===== config.mk =====
export PLATFORM = sky130hd
export DESIGN_NAME = wakeup_id_matcher
export DESIGN_NICKNAME = d
export VERILOG_FILES = /design/src/rtl/wuid_pkg.sv /design/src/rtl/wuid_cfg_latch.sv /design/src/rtl/wuid_shifter.sv /design/src/rtl/wuid_compare.sv /design/src/rtl/wakeup_id_matcher.sv
export SDC_FILE = /design/constraint.sdc
export NUM_CORES = 1
export LEC_CHECK = 0
export CORE_ASPECT_RATIO = 1.4
export CORE_MARGIN = 3
export CORE_UTILIZATION = 54
export CTS_CLUSTER_SIZE = 12
export DETAILED_ROUTE_END_ITERATION = 7
export PLACE_DENSITY = 0.78
export SLEW_MARGIN = 20
export SYNTH_ARGS = -nofsm -noshare
export SYNTH_HDL_FRONTEND = slang
export SYNTH_SLANG_ARGS = --single-unit

===== constraint.sdc =====
create_clock -name clk -period 2.3 [get_ports clk]
set_input_delay 0.345 -clock clk [delete_from_list [all_inputs] [get_ports clk]]
set_output_delay 0.345 -clock clk [all_outputs]
set_load 0.01 [all_outputs]

===== src/rtl/wuid_pkg.sv =====
package wuid_pkg;
  typedef enum logic [1:0] {
    MODE_ANY     = 2'b00,
    MODE_LO8     = 2'b01,
    MODE_W16     = 2'b10,
    MODE_EITHER8 = 2'b11
  } id_mode_e;
endpackage


===== src/rtl/wuid_cfg_latch.sv =====
module wuid_cfg_latch
  import wuid_pkg::*;
#(
  parameter int BYTE_W = 8
) (
  input  logic              clk,
  input  logic              rst_n,
  input  logic              soft_rst,
  input  logic              capture,
  input  logic [1:0]        mode_in,
  input  logic [BYTE_W-1:0] lo_in,
  input  logic [BYTE_W-1:0] hi_in,
  output id_mode_e          mode_q,
  output logic [BYTE_W-1:0] lo_q,
  output logic [BYTE_W-1:0] hi_q
);
  // Configuration is frozen for the frame once the start marker is seen.
  always_ff @(posedge clk or negedge rst_n) begin
    if (!rst_n) begin
      mode_q <= MODE_ANY;
      lo_q   <= '0;
      hi_q   <= '0;
    end else if (soft_rst) begin
      mode_q <= MODE_ANY;
      lo_q   <= '0;
      hi_q   <= '0;
    end else if (capture) begin
      mode_q <= id_mode_e'(mode_in);
      lo_q   <= lo_in;
      hi_q   <= hi_in;
    end
  end
endmodule


===== src/rtl/wuid_shifter.sv =====
module wuid_shifter #(
  parameter int WORD_W = 16,
  parameter int CNT_W  = 5
) (
  input  logic              clk,
  input  logic              rst_n,
  input  logic              soft_rst,
  input  logic              frame_start,
  input  logic              arm_req,
  input  logic              fire,
  input  logic              bit_in,
  input  logic [CNT_W-1:0]  need,
  output logic [WORD_W-1:0] word_next,
  output logic              last_bit
);
  logic [WORD_W-1:0] shreg;
  logic [CNT_W-1:0]  cnt;
  logic              armed;
  logic              take;

  assign take      = fire && armed && !frame_start;
  assign word_next = {shreg[WORD_W-2:0], bit_in};
  assign last_bit  = take && ((cnt + 1'b1) == need);

  always_ff @(posedge clk or negedge rst_n) begin
    if (!rst_n) begin
      shreg <= '0;
      cnt   <= '0;
      armed <= 1'b0;
    end else if (soft_rst) begin
      shreg <= '0;
      cnt   <= '0;
      armed <= 1'b0;
    end else if (frame_start) begin
      shreg <= '0;
      cnt   <= '0;
      armed <= arm_req;
    end else if (take) begin
      shreg <= word_next;
      cnt   <= cnt + 1'b1;
      if (last_bit) armed <= 1'b0;
    end
  end
endmodule


===== src/rtl/wuid_compare.sv =====
module wuid_compare
  import wuid_pkg::*;
#(
  parameter int BYTE_W = 8
) (
  input  logic                clk,
  input  logic                rst_n,
  input  logic                soft_rst,
  input  id_mode_e            mode,
  input  logic                last_bit,
  input  logic                any_hit,
  input  logic [2*BYTE_W-1:0] word,
  input  logic [BYTE_W-1:0]   lo,
  input  logic [BYTE_W-1:0]   hi,
  output logic                match_pulse,
  output logic                miss_pulse
);
  logic hit;

  always_comb begin
    unique case (mode)
      MODE_LO8:     hit = (word[BYTE_W-1:0] == lo);
      MODE_W16:     hit = (word == {hi, lo});
      MODE_EITHER8: hit = (word[BYTE_W-1:0] == lo) || (word[BYTE_W-1:0] == hi);
      default:      hit = 1'b0;
    endcase
  end

  always_ff @(posedge clk or negedge rst_n) begin
    if (!rst_n) begin
      match_pulse <= 1'b0;
      miss_pulse  <= 1'b0;
    end else if (soft_rst) begin
      match_pulse <= 1'b0;
      miss_pulse  <= 1'b0;
    end else begin
      match_pulse <= any_hit || (last_bit && hit);
      miss_pulse  <= last_bit && !hit;
    end
  end
endmodule


===== src/rtl/wakeup_id_matcher.sv =====
module wakeup_id_matcher
  import wuid_pkg::*;
#(
  parameter int BYTE_W = 8
) (
  input  logic              clk,
  input  logic              rst_n,
  input  logic              soft_rst,
  input  logic              frame_start,
  input  logic              bit_valid,
  output logic              bit_ready,
  input  logic              bit_data,
  input  logic [1:0]        mode_sel,
  input  logic [BYTE_W-1:0] id_lo,
  input  logic [BYTE_W-1:0] id_hi,
  output logic              match_pulse,
  output logic              miss_pulse
);
  localparam int WORD_W = 2 * BYTE_W;
  localparam int CNT_W  = $clog2(WORD_W + 1);
  localparam logic [CNT_W-1:0] NEED_BYTE = CNT_W'(BYTE_W);
  localparam logic [CNT_W-1:0] NEED_WORD = CNT_W'(WORD_W);

  id_mode_e          mode_q;
  logic [BYTE_W-1:0] lo_q;
  logic [BYTE_W-1:0] hi_q;
  logic [CNT_W-1:0]  need;
  logic [WORD_W-1:0] word_next;
  logic              last_bit;
  logic              start_any;
  logic              fire;

  assign bit_ready = 1'b1;
  assign fire      = bit_valid && bit_ready;
  assign start_any = frame_start && (id_mode_e'(mode_sel) == MODE_ANY);

  always_comb begin
    unique case (mode_q)
      MODE_W16: need = NEED_WORD;
      default:  need = NEED_BYTE;
    endcase
  end

  wuid_cfg_latch #(.BYTE_W(BYTE_W)) cfg_i (
    .clk      (clk),
    .rst_n    (rst_n),
    .soft_rst (soft_rst),
    .capture  (frame_start),
    .mode_in  (mode_sel),
    .lo_in    (id_lo),
    .hi_in    (id_hi),
    .mode_q   (mode_q),
    .lo_q     (lo_q),
    .hi_q     (hi_q)
  );

  wuid_shifter #(.WORD_W(WORD_W), .CNT_W(CNT_W)) shf_i (
    .clk         (clk),
    .rst_n       (rst_n),
    .soft_rst    (soft_rst),
    .frame_start (frame_start),
    .arm_req     (!start_any),
    .fire        (fire),
    .bit_in      (bit_data),
    .need        (need),
    .word_next   (word_next),
    .last_bit    (last_bit)
  );

  wuid_compare #(.BYTE_W(BYTE_W)) cmp_i (
    .clk         (clk),
    .rst_n       (rst_n),
    .soft_rst    (soft_rst),
    .mode        (mode_q),
    .last_bit    (last_bit),
    .any_hit     (start_any),
    .word        (word_next),
    .lo          (lo_q),
    .hi          (hi_q),
    .match_pulse (match_pulse),
    .miss_pulse  (miss_pulse)
  );
endmodule


Word level (Yosys, flattened, before mapping)
Cells that the tools add are included.

Multiplexer cells: 20. Equal/unequal tests: 7. Reduce and logical (&&, ||, !) cells: 16. Add/sub/neg operators: 1.

Operators with widths (number): two-way mux 15 bit (3); two-way mux 8 bit (4); two-way mux 5 bit (4); == test 16 bit (1); == test 8 bit (2); logical AND 1 bit (6); two-way mux 1 bit (6); nonzero test 3 bit (2); adder 5 x 1 -> 5 bit (second input constant) (1); == test 5 bit (1); == test 2 bit (second input constant) (2); two-way mux 2 bit (2); zero test 1 bit (3); one-hot mux 1 bit (3 select lines) (1); == test 2 x 1 -> 1 bit (second input constant) (1); zero test 2 bit (1); logical OR 1 bit (2); AND reduction 2 bit (1); nonzero test 2 bit (1).

Logic and storage cells: 52. Bits of input ports: 24. Bits in registers: 41.

Logic depth before layout (Yosys ltp)
Gate-level depths: netlist of the first run.

Word-level depth: 8. Depth in mapped cells: 6. Mapped depth without buffers: 6.

Cells and area by module
Synthesis of the first run repeated with hierarchy kept, for this count alone.

Cells, all modules: 215. Area total of the unflattened synthesis: 2140.8 um^2.

By module, submodules not included: wuid_shifter (instances 1, cells an instance 109, seq. area each 525.5 um^2, area an instance 982.2 um^2); wuid_cfg_latch (instances 1, cells an instance 58, seq. area each 450.4 um^2, area an instance 739.5 um^2); wuid_compare (instances 1, cells an instance 41, seq. area each 50.0 um^2, area an instance 375.4 um^2); wakeup_id_matcher (instances 1, cells an instance 7, seq. area each 0.0 um^2, area an instance 43.8 um^2).

Least setup slack after synthesis of the first run
No wires, ideal clock.

Path type: register to register. Start point: register shf_i.cnt[0]. End point: register shf_i.armed. Buffers on the path: 0. Data required time: 2.180 ns. Slack: 0.660 ns. Cell stages (with the launch flop): 6. Data arrival time: 1.520 ns. Path through: dfrtp_1 -> ha_1 -> xor2_1 -> nor4b_1 -> o21ai_0 -> a31o_1.

Word-level cells in the longest chain between the ends: 5.

RTL lines: from (decl) (RTL line wuid_shifter.sv:17) `logic [CNT_W-1:0] cnt;`; from (signal assigned) (RTL line wuid_shifter.sv:40) `cnt <= cnt + 1'b1;`; adder 5 x 1 -> 5 bit (RTL line wuid_shifter.sv:23) `assign last_bit = take && ((cnt + 1'b1) == need);`; == test 5 bit (RTL line wuid_shifter.sv:23); logical AND 1 bit (RTL line wuid_shifter.sv:23); nonzero test 3 bit (no line); AND reduction 2 bit (no line); to (signal assigned) (RTL line wuid_shifter.sv:37) `armed <= arm_req;`; to (decl) (RTL line wuid_shifter.sv:18) `logic armed;`.

No other way between the ends. A chain may end at the register's enable or synchronous reset.

Final worst setup path of the first run
Ends and elaborated chain as after synthesis.

==> results of run 1 <==
## where the power goes
group          total, uW  switching (uW)  internal (uW)
sequential           762            21.3            741
combinational        158            80.1           77.9
clock                470             232            238
## layout make-up
type	instances	area, sq um
well taps	40	50.0
flip-flops and latches	41	1030
clock buffers	7	86.3
repair buffers	29	275
multi-input cells	156	970
inverters	1	3.75
fillers	297	1090
## how the worst max path moves through the flow
stage,startpoint,end,cells past startpoint
3_3_place_gp,bit_data,cmp_i.match_pulse,6
5_1_grt,shf_i.cnt[0],shf_i.armed,5
6_report,shf_i.cnt[0],shf_i.armed,5
4_1_cts,shf_i.cnt[0],shf_i.armed,5
2_1_floorplan,shf_i.cnt[0],shf_i.armed,5
3_5_place_dp,bit_data,cmp_i.match_pulse,6
## Yosys cell counts (all sizes together)
| cell type | number | area [sq um] |
|---|---|---|
| a21oi | 19 | 95.1 |
| a31o | 1 | 8.76 |
| a41o | 1 | 10.0 |
| a41oi | 1 | 8.76 |
| and2 | 1 | 6.26 |
| and3 | 2 | 17.5 |
| buf | 8 | 38.8 |
| clkbuf | 3 | 11.3 |
| conb | 1 | 3.75 |
| dfrtp | 41 | 1030 |
| ha | 2 | 25.0 |
| inv | 1 | 3.75 |
| mux2i | 18 | 180 |
| nand2 | 36 | 135 |
| nand2b | 1 | 6.26 |
| nand3 | 3 | 20.0 |
| nor2 | 24 | 90.1 |
| nor3 | 4 | 20.0 |
| nor4 | 4 | 25.0 |
| nor4b | 2 | 23.8 |
| o21ai | 3 | 15.0 |
| or2 | 2 | 12.5 |
| or3 | 2 | 12.5 |
| xnor2 | 4 | 35.0 |
| xor2 | 25 | 219 |
## metal layers
metal / share of wire [%] / wire, microns / vias to the layer above / track usage, %
met5: 0 / 0 / - / 0
met4: 2.1 / 90 / 0 / 9.74
met3: 4.7 / 196 / 9 / 4.72
met2: 50 / 2110 / 35 / 33.9
met1: 43 / 1810 / 722 / 26.3
li1: - / - / 741 / -
## registers in the layout, summed over array words and instances (netlist names)
name	cells
cmp_i.match_pulse	1
shf_i.cnt	5
cfg_i.lo_q	8
shf_i.armed	1
cfg_i.mode_q	2
cfg_i.hi_q	8
shf_i.shreg	15
cmp_i.miss_pulse	1
## logic make-up after synthesis
group,Yosys count,synth area share [%]
mux,18,8.79
flops,41,50.1
buf+inv,12,2.63
simple gates,81,18.0
xor+xnor,29,12.4
other cells,1,0.183
compound gates,25,6.72
fa+ha+maj,2,1.22
## per-stage QoR
stage | setup slack [ns] | power (uW) | hold slack, ns | util [%]
after floorplan | 0.660 | 855 | 0.0494 | -
after global placement | 0.466 | 929 | 0.504 | 66.4
after detailed placement | 0.410 | 935 | 0.519 | 66.4
after CTS | 0.411 | 1400 | 0.204 | 68.8
after global routing | 0.230 | 1450 | 0.233 | 68.8
final | 0.436 | 1390 | 0.180 | 68.8
==> metrics.csv, run 1 <==
stage,metric,value,unit
sta,setup_violations,0,
sta,min_period_over_period,81.0,%
detailed_routing,route.detailed.drc,0,
final_layout,num_antenna_cells,0,
detailed_routing,viasPerCell,5.50,
critical_path,cp_slowest_stage_delay,0.48,ns
place,gp_congestion,0.817,
hold_path,worstHoldPathType,in -> async,
clock_network,cts_max_path_buffers,2,
floorplanning,die_x,58.1,microns
detailed_routing,drt_first_pass_iters,4,
final_layout,drive_gt1_share,6.41,%
sta,tightest_slew,0.903,ns
outcome,status,completed,
final_layout,stdcell_area,0.00241,sq mm
detailed_routing,drt_iter0_markers,71,
critical_path,cp.required,2.48,ns
floorplanning,num_rows,25,
place,dp.cells,267,
synthesis,yosysWarnings,0,
clock_network,cts_setup_buffers,0,
final_layout,final_common_cell,dfrtp_1,
place,place_area,0.00232,sq mm
final_layout,final_cell_mix,"41 x dfrtp_1, 36 x nand2_1, 25 x xor2_1, 24 x nor2_1, 24 x clkdlybuf4s50_1",
place,dp.final_hpwl,3040,microns
synthesis,ys_seq_area_share,50.1,%
critical_path,path_cells,"ha_1, xor2_1, nor4b_1, o21ai_0, a31o_1",
critical_path,start_kind,flop,
floorplanning,core_area,0.00350,sq mm
detailed_routing,drtAntennaViolNets,0,
clock_network,root_buffer,clkbuf_8,
critical_path,r2r_slack,0.44,ns
power,powerDensity,576,mW/mm^2
critical_path,r2r_start,shf_i.cnt[0],
sta,setup_tns,0,ns
grt,antenna_found_initial,0,
critical_path,worstSetupPathType,reg -> reg,
clock_network,cts_made_buffers,5,
sta,max_slew_margin,39.8,%
sta,drv_slew,0,
place,io_buffers,25,
synthesis,yosysUniqueCellTypes,31,
sta,max_freq,0.537,GHz
floorplanning,die_h,78.9,microns
critical_path,critPathBufInv,0,
sta,hold_viol,0,
critical_path,reg2reg_depth,5,
critical_path,crit_family,simple AND/OR/NAND/NOR gates,
job,drv_cap,0,
detailed_routing,totalWireLength,4210,microns
critical_path,end_kind,flop,
critical_path,timing.rr.end,shf_i.armed,
final_layout,layout.cells.non_filler,274,
critical_path,cp_max_fo,4,
clock_network,cts_resized,0,
synthesis,syn-instance-count,209,
sta,rsz0062_at_grt,false,
synthesis,synthesis.nets,235,
floorplanning,start_util,58.5,%
synthesis,avgSynthCellArea,9.81,sq um
clock_network,clkTransAtPathRegs,0.07,ns
grt,grt.total_usage,21.0,%
grt,grt_max_degree,42,
synthesis,synth.ff_latch_count,41,
synthesis,syn-cell-area,0.00205,sq mm
final_layout,layout.nets,260,
clock_network,clkLatencyLatePin,0.29,ns
final_layout,area_growth,17.6,%
sta,fin_crit,1.86,ns
power,power.leakage,0.00117,uW
grt,grt-ovfl-total,0,
clock_network,cts_tree,built,
power,ir_drop,0.534,mV
detailed_routing,vias,1507,
grt,first_global_vias,1589,
sta,finalClockSkew,0.00573,ns
grt,grt_pass1_wl,7360,microns
clock_network,clock_sinks,41,
critical_path,slowest_stage,nor4b_1,
floorplanning,io_pins,27,
clock_network,cts_htree_levels,2,
clock_network,ctsHoldBuffers,0,
floorplanning,dieArea,0.00458,sq mm
detailed_routing,wl_per_cell,15.3,microns
critical_path,arrival,2.04,ns
No activity file was read; power rests on OpenSTA's default activity.
==> run 2, diff against run 1 <==
Clock period 2.3 ns to 1.8 ns, I/O delays scaled along.
==> run 2 against run 1 <==
  * Die area unchanged
  * Sequential power increased by 28%
  * Flip-flop and latch count unchanged
  * Routed wire length grew 6.3%
  * Register-to-register slack got worse by 0.34 ns
  * Power increased by 37%
  * Global-route usage rose by 1.3 points
  * Critical endpoint unchanged
  * Highest routed layer unchanged
==> metrics.csv, run 2 (synthesized netlist as in run 1, its figures left out) <==
stage,metric,value,unit,change
detailed_routing,drt_iter0_markers,47,,-34%
power,power.leakage,0.00121,uW,+3.6%
place,io_buffers,25,,unchanged
clock_network,cts_made_buffers,5,,unchanged
floorplanning,die_h,78.9,microns,unchanged
clock_network,cts_htree_levels,2,,unchanged
final_layout,final_cell_mix,"41 x dfrtp_1, 36 x nand2_1, 25 x xor2_1, 24 x nor2_1, 24 x clkdlybuf4s50_1",,
place,place_area,0.00238,sq mm,+2.4%
final_layout,drive_gt1_share,9.21,%,+2.8 points
clock_network,clkLatencyLatePin,0.29,ns,about the same
detailed_routing,drtAntennaViolNets,0,,unchanged
sta,hold_viol,0,,unchanged
detailed_routing,viasPerCell,5.57,,+1.3%
detailed_routing,totalWireLength,4470,microns,+6.3%
floorplanning,num_rows,25,,unchanged
job,drv_cap,0,,unchanged
power,powerDensity,759,mW/mm^2,+32%
final_layout,num_antenna_cells,0,,unchanged
clock_network,root_buffer,clkbuf_8,,
grt,grt_max_degree,24,,-43%
clock_network,cts_tree,built,,
final_layout,final_common_cell,dfrtp_1,,
sta,max_freq,0.586,GHz,+9.3%
detailed_routing,drt_first_pass_iters,4,,unchanged
final_layout,layout.nets,265,,+1.9%
place,dp.final_hpwl,3240,microns,+6.6%
sta,drv_slew,0,,unchanged
grt,grt_pass1_wl,7610,microns,+3.5%
grt,grt-ovfl-total,0,,unchanged
floorplanning,io_pins,27,,unchanged
floorplanning,dieArea,0.00458,sq mm,unchanged
clock_network,clkTransAtPathRegs,0.08,ns,about the same
outcome,status,completed,,
sta,min_period_over_period,94.8,%,+14 points
grt,grt.total_usage,22.3,%,+1.3 points
critical_path,end_kind,flop,,
detailed_routing,route.detailed.drc,0,,unchanged
critical_path,cp.required,1.99,ns,-0.49 ns
final_layout,stdcell_area,0.00250,sq mm,+3.9%
final_layout,top_register,shf_i.shreg,,
clock_network,clock_sinks,41,,unchanged
sta,finalClockSkew,0.00706,ns,+0.00133 ns
place,gp_congestion,0.877,,+7.4%
critical_path,worstSetupPathType,reg -> reg,,
critical_path,start_kind,flop,,
floorplanning,start_util,58.5,%,unchanged
floorplanning,core_area,0.00350,sq mm,unchanged
sta,setup_violations,0,,unchanged
critical_path,arrival,1.90,ns,-0.14 ns
grt,antenna_found_initial,0,,unchanged
grt,first_global_vias,1646,,+3.6%
final_layout,largest_reg_flops,15,,unchanged
final_layout,reg_top3,"shf_i.shreg (15), cfg_i.hi_q (8), cfg_i.lo_q (8)",,
detailed_routing,vias,1555,,+3.2%
final_layout,area_growth,22.2,%,
clock_network,cts_setup_buffers,0,,unchanged
critical_path,cp_max_fo,4,,unchanged
floorplanning,die_x,58.1,microns,unchanged
power,ir_drop,0.782,mV,+47%
clock_network,cts_max_path_buffers,2,,unchanged
detailed_routing,wl_per_cell,16.0,microns,+4.4%
sta,hold_slack,0.453,ns,+0.273 ns
sta,fin_crit,1.71,ns,-0.158 ns
hold_path,worstHoldPathType,in -> async,,
[run 2: changes by cell type in the layout (fill, tap and decap cells not counted)]
cell,delta
clkbuf_8,-1
buf_4,+2
nor3_2,+1
clkinv_2,+1
buf_12,+2
dlygate4sd3_1,+1
bufinv_16,+1
clkbuf_1,-1
nor4b_1,-1
nor4b_2,+1
nor3_1,-1
[run 2: cell type report]
cell class | instances | area (sq um)
flip-flops and latches | 41 | 1030
multi-input cells | 156 | 981
fillers | 271 | 998
clock inverters | 2 | 35.0
well taps | 40 | 50.0
inverters | 1 | 3.75
repair buffers | 34 | 340
clock buffers | 5 | 68.8
[run 2: layer usage]
| layer | share of wire [%] | GRT usage [%] | vias up |
|---|---|---|---|
| li1 | - | - | 748 |
| met1 | 39 | 25.9 | 748 |
| met2 | 52 | 37.4 | 46 |
| met3 | 5.5 | 4.72 | 13 |
| met4 | 3.2 | 12.3 | 0 |
| met5 | 0 | 0 | - |
[run 2: final timing paths]
path                                    to  depth (start not counted)  slack, ns          start
max reg2reg                    shf_i.armed                          5       0.09   shf_i.cnt[0]
min in group clk             cfg_i.lo_q[7]                          2       0.54  cfg_i.lo_q[7]
max in group asynchronous  shf_i.shreg[12]                          3       0.86          rst_n
max                            shf_i.armed                          5       0.09   shf_i.cnt[0]
min reg2reg                  cfg_i.lo_q[7]                          2       0.54  cfg_i.lo_q[7]
min                            shf_i.armed                          2       0.45          rst_n
[run 2: critical path, cell delays in order, from the launching register on]
cell,delay [ns]
dfrtp_1,0.43
ha_1,0.27
xor2_1,0.19
nor4b_2,0.31
o21ai_0,0.16
a31o_1,0.24
[run 2: timing repair]
item | in CTS | in global routing
hold buffers | 1 | 0
endpoints found under the setup margin | 0 | 3
hold endpoints to repair | 18 | 0
resized for setup | 0 | 2
[run 2: metrics by stage]
stage	power (uW)	setup slack [ns]	utilization, %	setup TNS (ns)	cells
3_5_place_dp	1210	-0.00691	67.9	-0.00691	271
6_report	1900	0.0941	71.5	0	279
5_1_grt	1980	-0.0161	71.5	-0.0161	279
2_1_floorplan	1090	0.160	-	0	209
3_3_place_gp	1200	0.0445	67.9	0	271
4_1_cts	1920	0.0194	71.2	0	279
[run 2: where the power goes]
group	switching (uW)	internal, uW	leakage, uW
Clock	306	403	0.0000540
Combinational	108	111	0.000601
Sequential	27.2	946	0.000559
Total	441	1460	0.00121
